--- src/rtl/exc_accept.sv ---
module exc_accept #(
  parameter int REG_W = 32,
  parameter int IMM_W = 8,
  localparam int NEV  = 11
) (
  input  logic             clk,
  input  logic             rst_n,
  input  logic             por_req,
  input  logic             mrst_req,
  input  logic             id_valid,
  input  logic             id_dbr,
  input  logic             id_cond,
  input  logic             id_taken,
  input  logic [NEV-1:0]   ev_req,
  input  logic [NEV-1:0]   ev_cpl,
  input  logic [IMM_W-1:0] trap_imm,
  output logic             acc_o,
  output logic             acc_slot_o,
  output logic [REG_W-1:0] evt_code_o,
  output logic [IMM_W-1:0] tra_o
);
  localparam int CW = 12;
  localparam int IW = $clog2(NEV);
  localparam logic [IW-1:0] TRAP_IDX = IW'(5);
  localparam logic [CW-1:0] CODE_POR  = 12'h000;
  localparam logic [CW-1:0] CODE_MRST = 12'h020;

  function automatic logic [CW-1:0] code_of(input logic [IW-1:0] i);
    case (i)
      4'd0:    code_of = 12'h040;
      4'd1:    code_of = 12'h0A0;
      4'd2:    code_of = 12'h0E0;
      4'd3:    code_of = 12'h180;
      4'd4:    code_of = 12'h1A0;
      4'd5:    code_of = 12'h160;
      4'd6:    code_of = 12'h1E0;
      4'd7:    code_of = 12'h060;
      4'd8:    code_of = 12'h080;
      4'd9:    code_of = 12'h0C0;
      4'd10:   code_of = 12'h100;
      default: code_of = 12'h000;
    endcase
  endfunction

  logic [IW-1:0]    win;
  logic             any, win_cpl, has_slot;
  logic             in_slot, pend_v, pend_trap;
  logic [CW-1:0]    pend_code, code_q;
  logic [IMM_W-1:0] pend_imm;
  logic             take, take_slot, take_trap;
  logic [CW-1:0]    take_code;
  logic [IMM_W-1:0] take_imm;

  always_comb begin
    win = '0;
    for (int i = NEV-1; i >= 0; i--)
      if (ev_req[i]) win = IW'(i);
  end

  assign any      = |ev_req;
  assign win_cpl  = ev_cpl[win];
  assign has_slot = id_dbr & (~id_cond | id_taken);

  always_comb begin
    take      = 1'b0;
    take_slot = 1'b0;
    take_code = code_of(win);
    take_trap = (win == TRAP_IDX);
    take_imm  = trap_imm;
    if (id_valid) begin
      if (!in_slot) begin
        take = any && !(has_slot && win_cpl);
      end else if (any && !win_cpl) begin
        take      = 1'b1;
        take_slot = 1'b1;
      end else if (pend_v) begin
        take      = 1'b1;
        take_code = pend_code;
        take_trap = pend_trap;
        take_imm  = pend_imm;
      end else if (any) begin
        take      = 1'b1;
        take_slot = 1'b1;
      end
    end
  end

  always_ff @(posedge clk or negedge rst_n) begin
    if (!rst_n) begin
      acc_o      <= 1'b0;
      acc_slot_o <= 1'b0;
      code_q     <= '0;
      tra_o      <= '0;
      in_slot    <= 1'b0;
      pend_v     <= 1'b0;
      pend_trap  <= 1'b0;
      pend_code  <= '0;
      pend_imm   <= '0;
    end else begin
      acc_o      <= 1'b0;
      acc_slot_o <= 1'b0;
      if (por_req || mrst_req) begin
        acc_o   <= 1'b1;
        code_q  <= por_req ? CODE_POR : CODE_MRST;
        in_slot <= 1'b0;
        pend_v  <= 1'b0;
      end else if (id_valid) begin
        if (take) begin
          acc_o      <= 1'b1;
          acc_slot_o <= take_slot;
          code_q     <= take_code;
          if (take_trap) tra_o <= take_imm;
        end
        if (in_slot) begin
          in_slot <= 1'b0;
          pend_v  <= 1'b0;
        end else if (any && has_slot && win_cpl) begin
          in_slot   <= 1'b1;
          pend_v    <= 1'b1;
          pend_code <= code_of(win);
          pend_trap <= (win == TRAP_IDX);
          pend_imm  <= trap_imm;
        end else begin
          in_slot <= has_slot && !any;
        end
      end
    end
  end

  assign evt_code_o = {{(REG_W-CW){1'b0}}, code_q};
endmodule


--- config.mk ---
export PLATFORM = sky130hd
export DESIGN_NAME = exc_accept
export DESIGN_NICKNAME = d
export VERILOG_FILES = /design/src/rtl/exc_accept.sv
export SDC_FILE = /design/constraint.sdc
export NUM_CORES = 1
export LEC_CHECK = 0
export BUFFER_PORTS_ARGS = -buffer_cell sky130_fd_sc_hd__buf_2
export CAP_MARGIN = 25
export CORE_MARGIN = 2
export CORE_UTILIZATION = 27
export CTS_BUF_LIST = sky130_fd_sc_hd__clkbuf_4 sky130_fd_sc_hd__clkbuf_8
export DETAILED_ROUTE_END_ITERATION = 6
export GPL_TIMING_DRIVEN = 0
export PLACE_DENSITY = 0.46
export SLEW_MARGIN = 0
export SYNTH_ARGS = -nofsm -noshare
export SYNTH_HDL_FRONTEND = slang
export SYNTH_SLANG_ARGS = --single-unit
export TNS_END_PERCENT = 20
--- constraint.sdc ---
create_clock -name clk -period 2.05 [get_ports clk]
set_input_delay 0.5125 -clock clk [delete_from_list [all_inputs] [get_ports clk]]
set_output_delay 0.5125 -clock clk [all_outputs]
set_load 0.02 [all_outputs]
==> results of run 1 <==
[layout make-up]
type	instances	area, µm²	share of cell area (%)
tap	102	128	4.07
buffer	33	260	8.30
clock inverter	1	5.00	0.160
clock buffer	7	96.3	3.07
sequential	29	726	23.1
multi-input combinational	178	1470	46.7
inverter	7	26.3	0.838
timing repair buffer	67	429	13.7
[logic make-up (layout without fill, tap and decap cells)]
| kind of cell | after synthesis | after routing |
|---|---|---|
| AND/OR/NAND/NOR | 65 | 65 |
| flip-flops | 29 | 29 |
| multiplexers | 23 | 23 |
| adder cells (fa/ha/maj) | 6 | 6 |
| AO/OA/AOI/OAI | 56 | 56 |
| buffers and inverters | 44 | 115 |
| other | 1 | 28 |
[registers in the layout (all words and copies together), names as in the netlist]
register,cells
acc_o,1
acc_slot_o,1
code_q,4
in_slot,1
pend_code,4
pend_imm,8
pend_trap,1
pend_v,1
tra_o,8
[stage by stage]
| step | std cells | setup WS, ns | power, µW | hold WS, ns |
|---|---|---|---|---|
| detailed placement | 404 | -1.55 | 1100 | 0.496 |
| CTS | 417 | -0.868 | 1670 | 0.300 |
| finish | 424 | -0.721 | 1700 | 0.271 |
| floorplan | 251 | -1.06 | 995 | 0.217 |
| global route | 424 | -0.808 | 1800 | 0.311 |
| global placement | 404 | -1.53 | 1100 | 0.492 |
[where the power goes]
part	switching, µW	internal, µW
clock network	224	303
registers	51.1	646
logic	222	253
total	497	1200
[final timing paths]
check / start / to / slack [ns] / cells after the start
worst max-delay path: ev_req[6] / tra_o[4] / -0.72 / 11
worst min-delay path: rst_n / pend_imm[5] / 0.27 / 1
worst max register to register: in_slot / pend_imm[4] / 0.05 / 4
worst min register to register: pend_code[8] / pend_code[8] / 0.51 / 1
max in group asynchronous: rst_n / tra_o[1] / 1.34 / 1
min in group clk: por_req / code_q[5] / 0.42 / 2
[per-layer routing]
metal	share of wire (%)	vias to the layer above	wire, µm
met5	0	-	0
met4	0.88	0	48
met3	6.7	5	368
met2	49	54	2690
met1	43	880	2370
li1	-	953	-
[worst reg2reg max path: stages, from the launching register on]
cell and delay (ns):
dfrtp_1 0.44, or3_1 0.39, or4_4 0.60, buf_12 0.17
mux2_4 0.29
[cells in the final DEF, fill, tap and decap left out, types with 2 or more instances in the layout]
| master | Yosys | layout |
|---|---|---|
| a211oi_1 | 11 | 3 |
| mux2_4 | 11 | 12 |
| conb_1 | 1 | 28 |
| dfrtp_1 | 29 | 29 |
| and2_2 | 0 | 2 |
| o22ai_4 | 1 | 3 |
| inv_1 | 4 | 4 |
| nor3_1 | 4 | 3 |
| ha_1 | 6 | 6 |
| inv_2 | 2 | 2 |
| buf_4 | 30 | 41 |
| nor3b_1 | 9 | 4 |
| and3_1 | 3 | 3 |
| or4_4 | 1 | 2 |
| o21a_1 | 2 | 2 |
| buf_6 | 1 | 2 |
| clkbuf_8 | 0 | 7 |
| nor3b_2 | 0 | 5 |
| buf_8 | 0 | 2 |
| nand2_1 | 14 | 13 |
| mux2i_1 | 6 | 6 |
| o22ai_2 | 0 | 5 |
| a21oi_1 | 12 | 12 |
| and2_1 | 5 | 2 |
| buf_12 | 0 | 2 |
| buf_2 | 2 | 50 |
| o21ai_0 | 4 | 4 |
| nor2_1 | 14 | 14 |
| o22ai_1 | 11 | 4 |
| nand2b_1 | 4 | 3 |
| mux2_2 | 6 | 5 |
| or3_1 | 3 | 3 |
| a211oi_2 | 0 | 8 |
[what timing repair did]
| item | CTS | global route |
|---|---|---|
| resized for setup | 19 | 35 |
| setup endpoints to repair | 29 | 29 |
| pin swaps | 8 | 19 |
| buffers inserted | 7 | 6 |
| cloned | 1 | 2 |
==> impl_metrics.json, run 1 <==
{
  "core.rowCount": 32,
  "critical_path.n_buffers_inverters": 3,
  "io_buffers": 51,
  "crit_type": "in2reg",
  "final-hold-violation-count": 0,
  "end_kind": "register",
  "cts_sinks": 29,
  "totalWireLength_um": 5470,
  "final_cell_area_um2": 3140,
  "num_io_pins": 80,
  "drt_iter0_drc": 52,
  "met3_layer_usage_reported_by_global_route_pct": 3.63,
  "synth-xor-area-share_pct": 0,
  "synth.yosys.seq_area_share_pct": 33.5,
  "synth_top_cells_by_area": "dfrtp_1 34%, buf_4 10%, mux2_4 7.6%",
  "insertion_delay_ns": 0.28,
  "synth.distinct_cells": 47,
  "post_cts_hold_buffer_count": 0,
  "run_status": "finished, violations left",
  "critPathLaunchType": "input pin",
  "synth_edf_count": 0,
  "wire_per_inst_um": 12.9,
  "post-route-min-period_ns": 2.77,
  "finalWeightedCongestion": 0.772,
  "min_period_over_period_pct": 135,
  "dpl.hpwl_um": 3870,
  "grt.met2_usage_pct": 19.8,
  "drt_drc_violations_left": 0,
  "cts.reportedPaths.clkPinSlew_ns": 0.07,
  "power.ir.vdd_worst_mv": 0.243,
  "achievable-frequency_mhz": 361,
  "most_instantiated_library_cell_after_synthesis": "buf_4",
  "slowest_delay_ns": 0.54,
  "max_slew_headroom_pct": 54.2,
  "nNetsFinal": 365,
  "syn_avg_cell_area_um2": 9.66,
  "gr-max-usage-layer": "met2",
  "cp_cell_sequence": "buf_8 -> or4_4 -> and2_4 -> a221o_1 -> o32ai_4 -> o22ai_4 -> buf_12 -> o211ai_4 -> buf_6 -> o22ai_2 -> a211oi_2",
  "worst-endpoint-required_ns": 2.24,
  "drt-vias-per-instance": 4.46,
  "maxCapViolations": 0,
  "grt_antenna_before_repair": 0,
  "grt.met1_usage_pct": 15.9,
  "share_of_flip_flops_with_an_asynchronous_set_or_reset_pct": 100,
  "gr_util_all_layers_pct": 12.2,
  "tightestPinTransition_ns": 0.686,
  "synthSimpleGateAreaFrac_pct": 16.7,
  "post_synth_instance_area_um2": 2160,
  "grt_pass1_wl_um": 8580,
  "skew_ns": 0.00493,
  "total_leakage_power_uw": 0.00156,
  "power-per-cell-area_nw_per_um2": 542,
  "netlist_instances": 224,
  "die_ar_um2": 8740,
  "final-setup-viol-count": 29,
  "clock_path_buffers": 2,
  "main_combinational_cell_family_by_area_after_synthesis": "compound AO/OA/AOI/OAI gates",
  "cp_data_arrival_time_ns": 2.96,
  "cts.htree.levels": 2,
  "cp_slowest_cell": "or4_4",
  "core_region_area_um2": 7730,
  "synth_seq_cells": 29,
  "compound_gate_fraction_of_synth_area_pct": 19.3,
  "number_of_global_route_vias_before_repair": 1741,
  "drive_gt1_share_pct": 51.9,
  "drt.antenna.violating_nets": 0,
  "adder_and_majority_cell_fraction_of_the_synthesized_area_pct": 3.47,
  "initial_core_util_pct": 28.0,
  "overflow": 0,
  "vias": 1892,
  "worst-path-max-fanout": 7,
  "largest_area_contributor_in_the_netlist": "dfrtp_1",
  "synth_top_cells_by_count": "30 x buf_4, 29 x dfrtp_1, 14 x nand2_1, 14 x nor2_1, 12 x a21oi_1",
  "die_x_um": 93.5,
  "final.fill_count": 802,
  "yosysWarnings": 0,
  "clock_tree_from_tritoncts": "yes",
  "cts_root_buf": "clkbuf_8",
  "grt_setup_unrepaired": "true",
  "fin_ws_ns": -0.721,
  "grt_max_degree": 30,
  "antennaDiodeCount": 0,
  "hp-class": "in2async",
  "maxSlewViolCount": 0,
  "final.setup.tns_ns": -18.58,
  "die_extent_in_y_um": 93.5,
  "yosys.area.top_type_share_pct": 33.5,
  "synth_mux_area_share_pct": 13.5,
  "placement.cell_area_um2": 2660,
  "utilization_pct": 40.6,
  "dominantRegCellSynth": "dfrtp_1",
  "drt-pass1-iter-count": 4,
  "cp_top_family": "compound AO/OA/AOI/OAI gates",
  "areaGrowthSynthToFinish_pct": 45.0,
  "violations": "negative setup slack",
  "tritoncts.num_buffers": 5
}
(Power assumes the default switching activity.)
==> run 2, diff against run 1 <==
Settings changed: TNS_END_PERCENT 20 to 10.
==> run 2 against run 1 <==
  * The run still ends with negative setup slack left
  * Cell count fell by 0.24%
  * Clock power barely moved
  * Wire length fell by 1.1%
  * Non-clock buffer count fell by 1
  * Critical path type unchanged
==> impl_metrics.json, run 2 (synthesis gave the netlist of run 1 again) <==
{
  "drt-pass1-iter-count": 4,
  "initial_core_util_pct": 28.0,
  "clock_tree_from_tritoncts": "yes",
  "layout.cells.most_common_list": "50 x buf_2, 40 x buf_4, 29 x dfrtp_1",
  "core.rowCount": 32,
  "num_io_pins": 80,
  "achievable-frequency_mhz": 362,
  "dpl.hpwl_um": 3870,
  "areaGrowthSynthToFinish_pct": 44.8,
  "drt.antenna.violating_nets": 0,
  "grt.met1_usage_pct": 15.9,
  "gr-max-usage-layer": "met2",
  "cp_data_arrival_time_ns": 2.93,
  "die_x_um": 93.5,
  "swShare_pct": 29.4,
  "gr_util_all_layers_pct": 12.2,
  "overflow": 0,
  "core_region_area_um2": 7730,
  "reg.largest.list": "pend_imm (8), tra_o (8)",
  "max_slew_headroom_pct": 54.6,
  "final_cell_count_no_fill": 423,
  "drt_iter0_drc": 39,
  "internal_power_uw": 1200,
  "finalWeightedCongestion": 0.772,
  "power.combinational.fraction_pct": 27.8,
  "min_period_over_period_pct": 135,
  "grt_antenna_before_repair": 0,
  "final.fill_count": 800,
  "end_kind": "register",
  "multi_input_comb_area_um2": 1470,
  "maxCapViolations": 0,
  "hp-class": "in2async",
  "mostFrequentLayoutCell": "buf_2",
  "place.detailed.instances": 404,
  "met3_layer_usage_reported_by_global_route_pct": 3.63,
  "switchingPower_uw": 498,
  "drt-vias-per-instance": 4.46,
  "io_buffers": 51,
  "power.ir.vdd_worst_mv": 0.245,
  "cts_root_buf": "clkbuf_8",
  "die_extent_in_y_um": 93.5,
  "post-route-min-period_ns": 2.76,
  "crit_type": "in2reg",
  "layout.area.seq_um2": 726,
  "totalWireLength_um": 5410,
  "die_ar_um2": 8740,
  "clkPwrFrac_pct": 31.2,
  "cts.reportedPaths.clkPinSlew_ns": 0.07,
  "seq_pwr_share_pct": 41.0,
  "fin_ws_ns": -0.715,
  "grt_max_degree": 30,
  "clock_path_buffers": 2,
  "final-setup-viol-count": 29,
  "grt_pass1_wl_um": 8580,
  "antennaDiodeCount": 0,
  "grt_setup_unrepaired": "true",
  "skew_ns": 0.00411,
  "number_of_global_route_vias_before_repair": 1741,
  "cts.htree.levels": 2,
  "vias": 1885,
  "maxSlewViolCount": 0,
  "drive_gt1_share_pct": 52.3,
  "total_leakage_power_uw": 0.00155,
  "insertion_delay_ns": 0.28,
  "post_cts_hold_buffer_count": 0,
  "tritoncts.num_buffers": 5,
  "power-per-cell-area_nw_per_um2": 542,
  "violations": "negative setup slack",
  "drt_drc_violations_left": 0,
  "cts_sinks": 29,
  "worst-path-max-fanout": 5,
  "dp_worst_setup_slack_ns": -1.55,
  "critPathLaunchType": "input pin",
  "final-hold-violation-count": 0,
  "run_status": "finished, violations left",
  "nNetsFinal": 364,
  "grt.met2_usage_pct": 19.8,
  "tightestPinTransition_ns": 0.682,
  "worst-endpoint-required_ns": 2.22,
  "wire_per_inst_um": 12.8
}
==> run 2: cell count changes in the layout (fill, tap and decap cells not counted) <==
cell / delta
a211oi_1: -2
a211oi_2: +2
buf_4: -1
nor3b_1: +1
nor3b_2: -1
o22ai_1: -1
o22ai_2: +2
o22ai_4: -1
==> run 2: power groups by stage <==
stage | Clock, µW | Combinational [µW] | Sequential (µW)
after floorplan | 0 | 304 | 691
after global placement | 0 | 409 | 693
after detailed placement | 0 | 410 | 694
after CTS | 550 | 440 | 684
after global routing | 580 | 514 | 703
final | 529 | 472 | 696
==> run 2: cell type report <==
| class | count | share of cell area, % |
|---|---|---|
| Clock buffer | 7 | 3.08 |
| Tap cell | 102 | 4.07 |
| Multi-Input combinational cell | 178 | 46.9 |
| Buffer | 33 | 8.31 |
| Inverter | 7 | 0.839 |
| Timing Repair Buffer | 66 | 13.5 |
| Sequential cell | 29 | 23.2 |
| Clock inverter | 1 | 0.160 |
==> run 2: final timing paths <==
| kind | from | cells past startpoint | slack, ns | end |
|---|---|---|---|---|
| max | ev_req[6] | 10 | -0.71 | pend_imm[4] |
| min | rst_n | 1 | 0.27 | pend_imm[5] |
| max reg2reg | in_slot | 4 | 0.04 | pend_imm[4] |
| min reg2reg | pend_code[8] | 1 | 0.51 | pend_code[8] |
| max in group asynchronous | rst_n | 1 | 1.34 | tra_o[1] |
| min in group clk | por_req | 2 | 0.41 | code_q[5] |
==> run 2: metrics by stage <==
step                      setup TNS [ns]  hold slack (ns)  utilization, %  power [µW]  cell area [µm²]
final                             -18.33            0.267            40.5        1700             3130
after detailed placement          -39.14            0.496            34.5        1100             2660
after floorplan                   -24.74            0.217               -         995             2280
after CTS                         -21.77            0.300            37.5        1670             2900
after global routing              -20.32            0.311            40.5        1800             3130
after global placement            -39.10            0.492            34.5        1100             2660
==> run 2: layer usage <==
| metal | vias to the layer above | routed length [µm] |
|---|---|---|
| li1 | 952 | - |
| met1 | 877 | 2360 |
| met2 | 52 | 2640 |
| met3 | 4 | 370 |
| met4 | 0 | 48 |
| met5 | - | 0 |
==> run 2: worst max-delay path, cell delays in order <==
cell and delay, ns:
buf_8 0.10, or4_4 0.54, and2_4 0.18, mux2i_1 0.11, mux2_4 0.28, o22ai_4 0.21
nor2_2 0.06, or4_4 0.48, buf_12 0.17, mux2_4 0.29
==> run 2: repair_timing <==
action / 4_1_cts / 5_1_grt
gates resized for setup: 19 / 36
endpoints found under the setup margin: 29 / 29
pin swaps: 8 / 18
cloned: 1 / 2
buffers inserted: 7 / 5
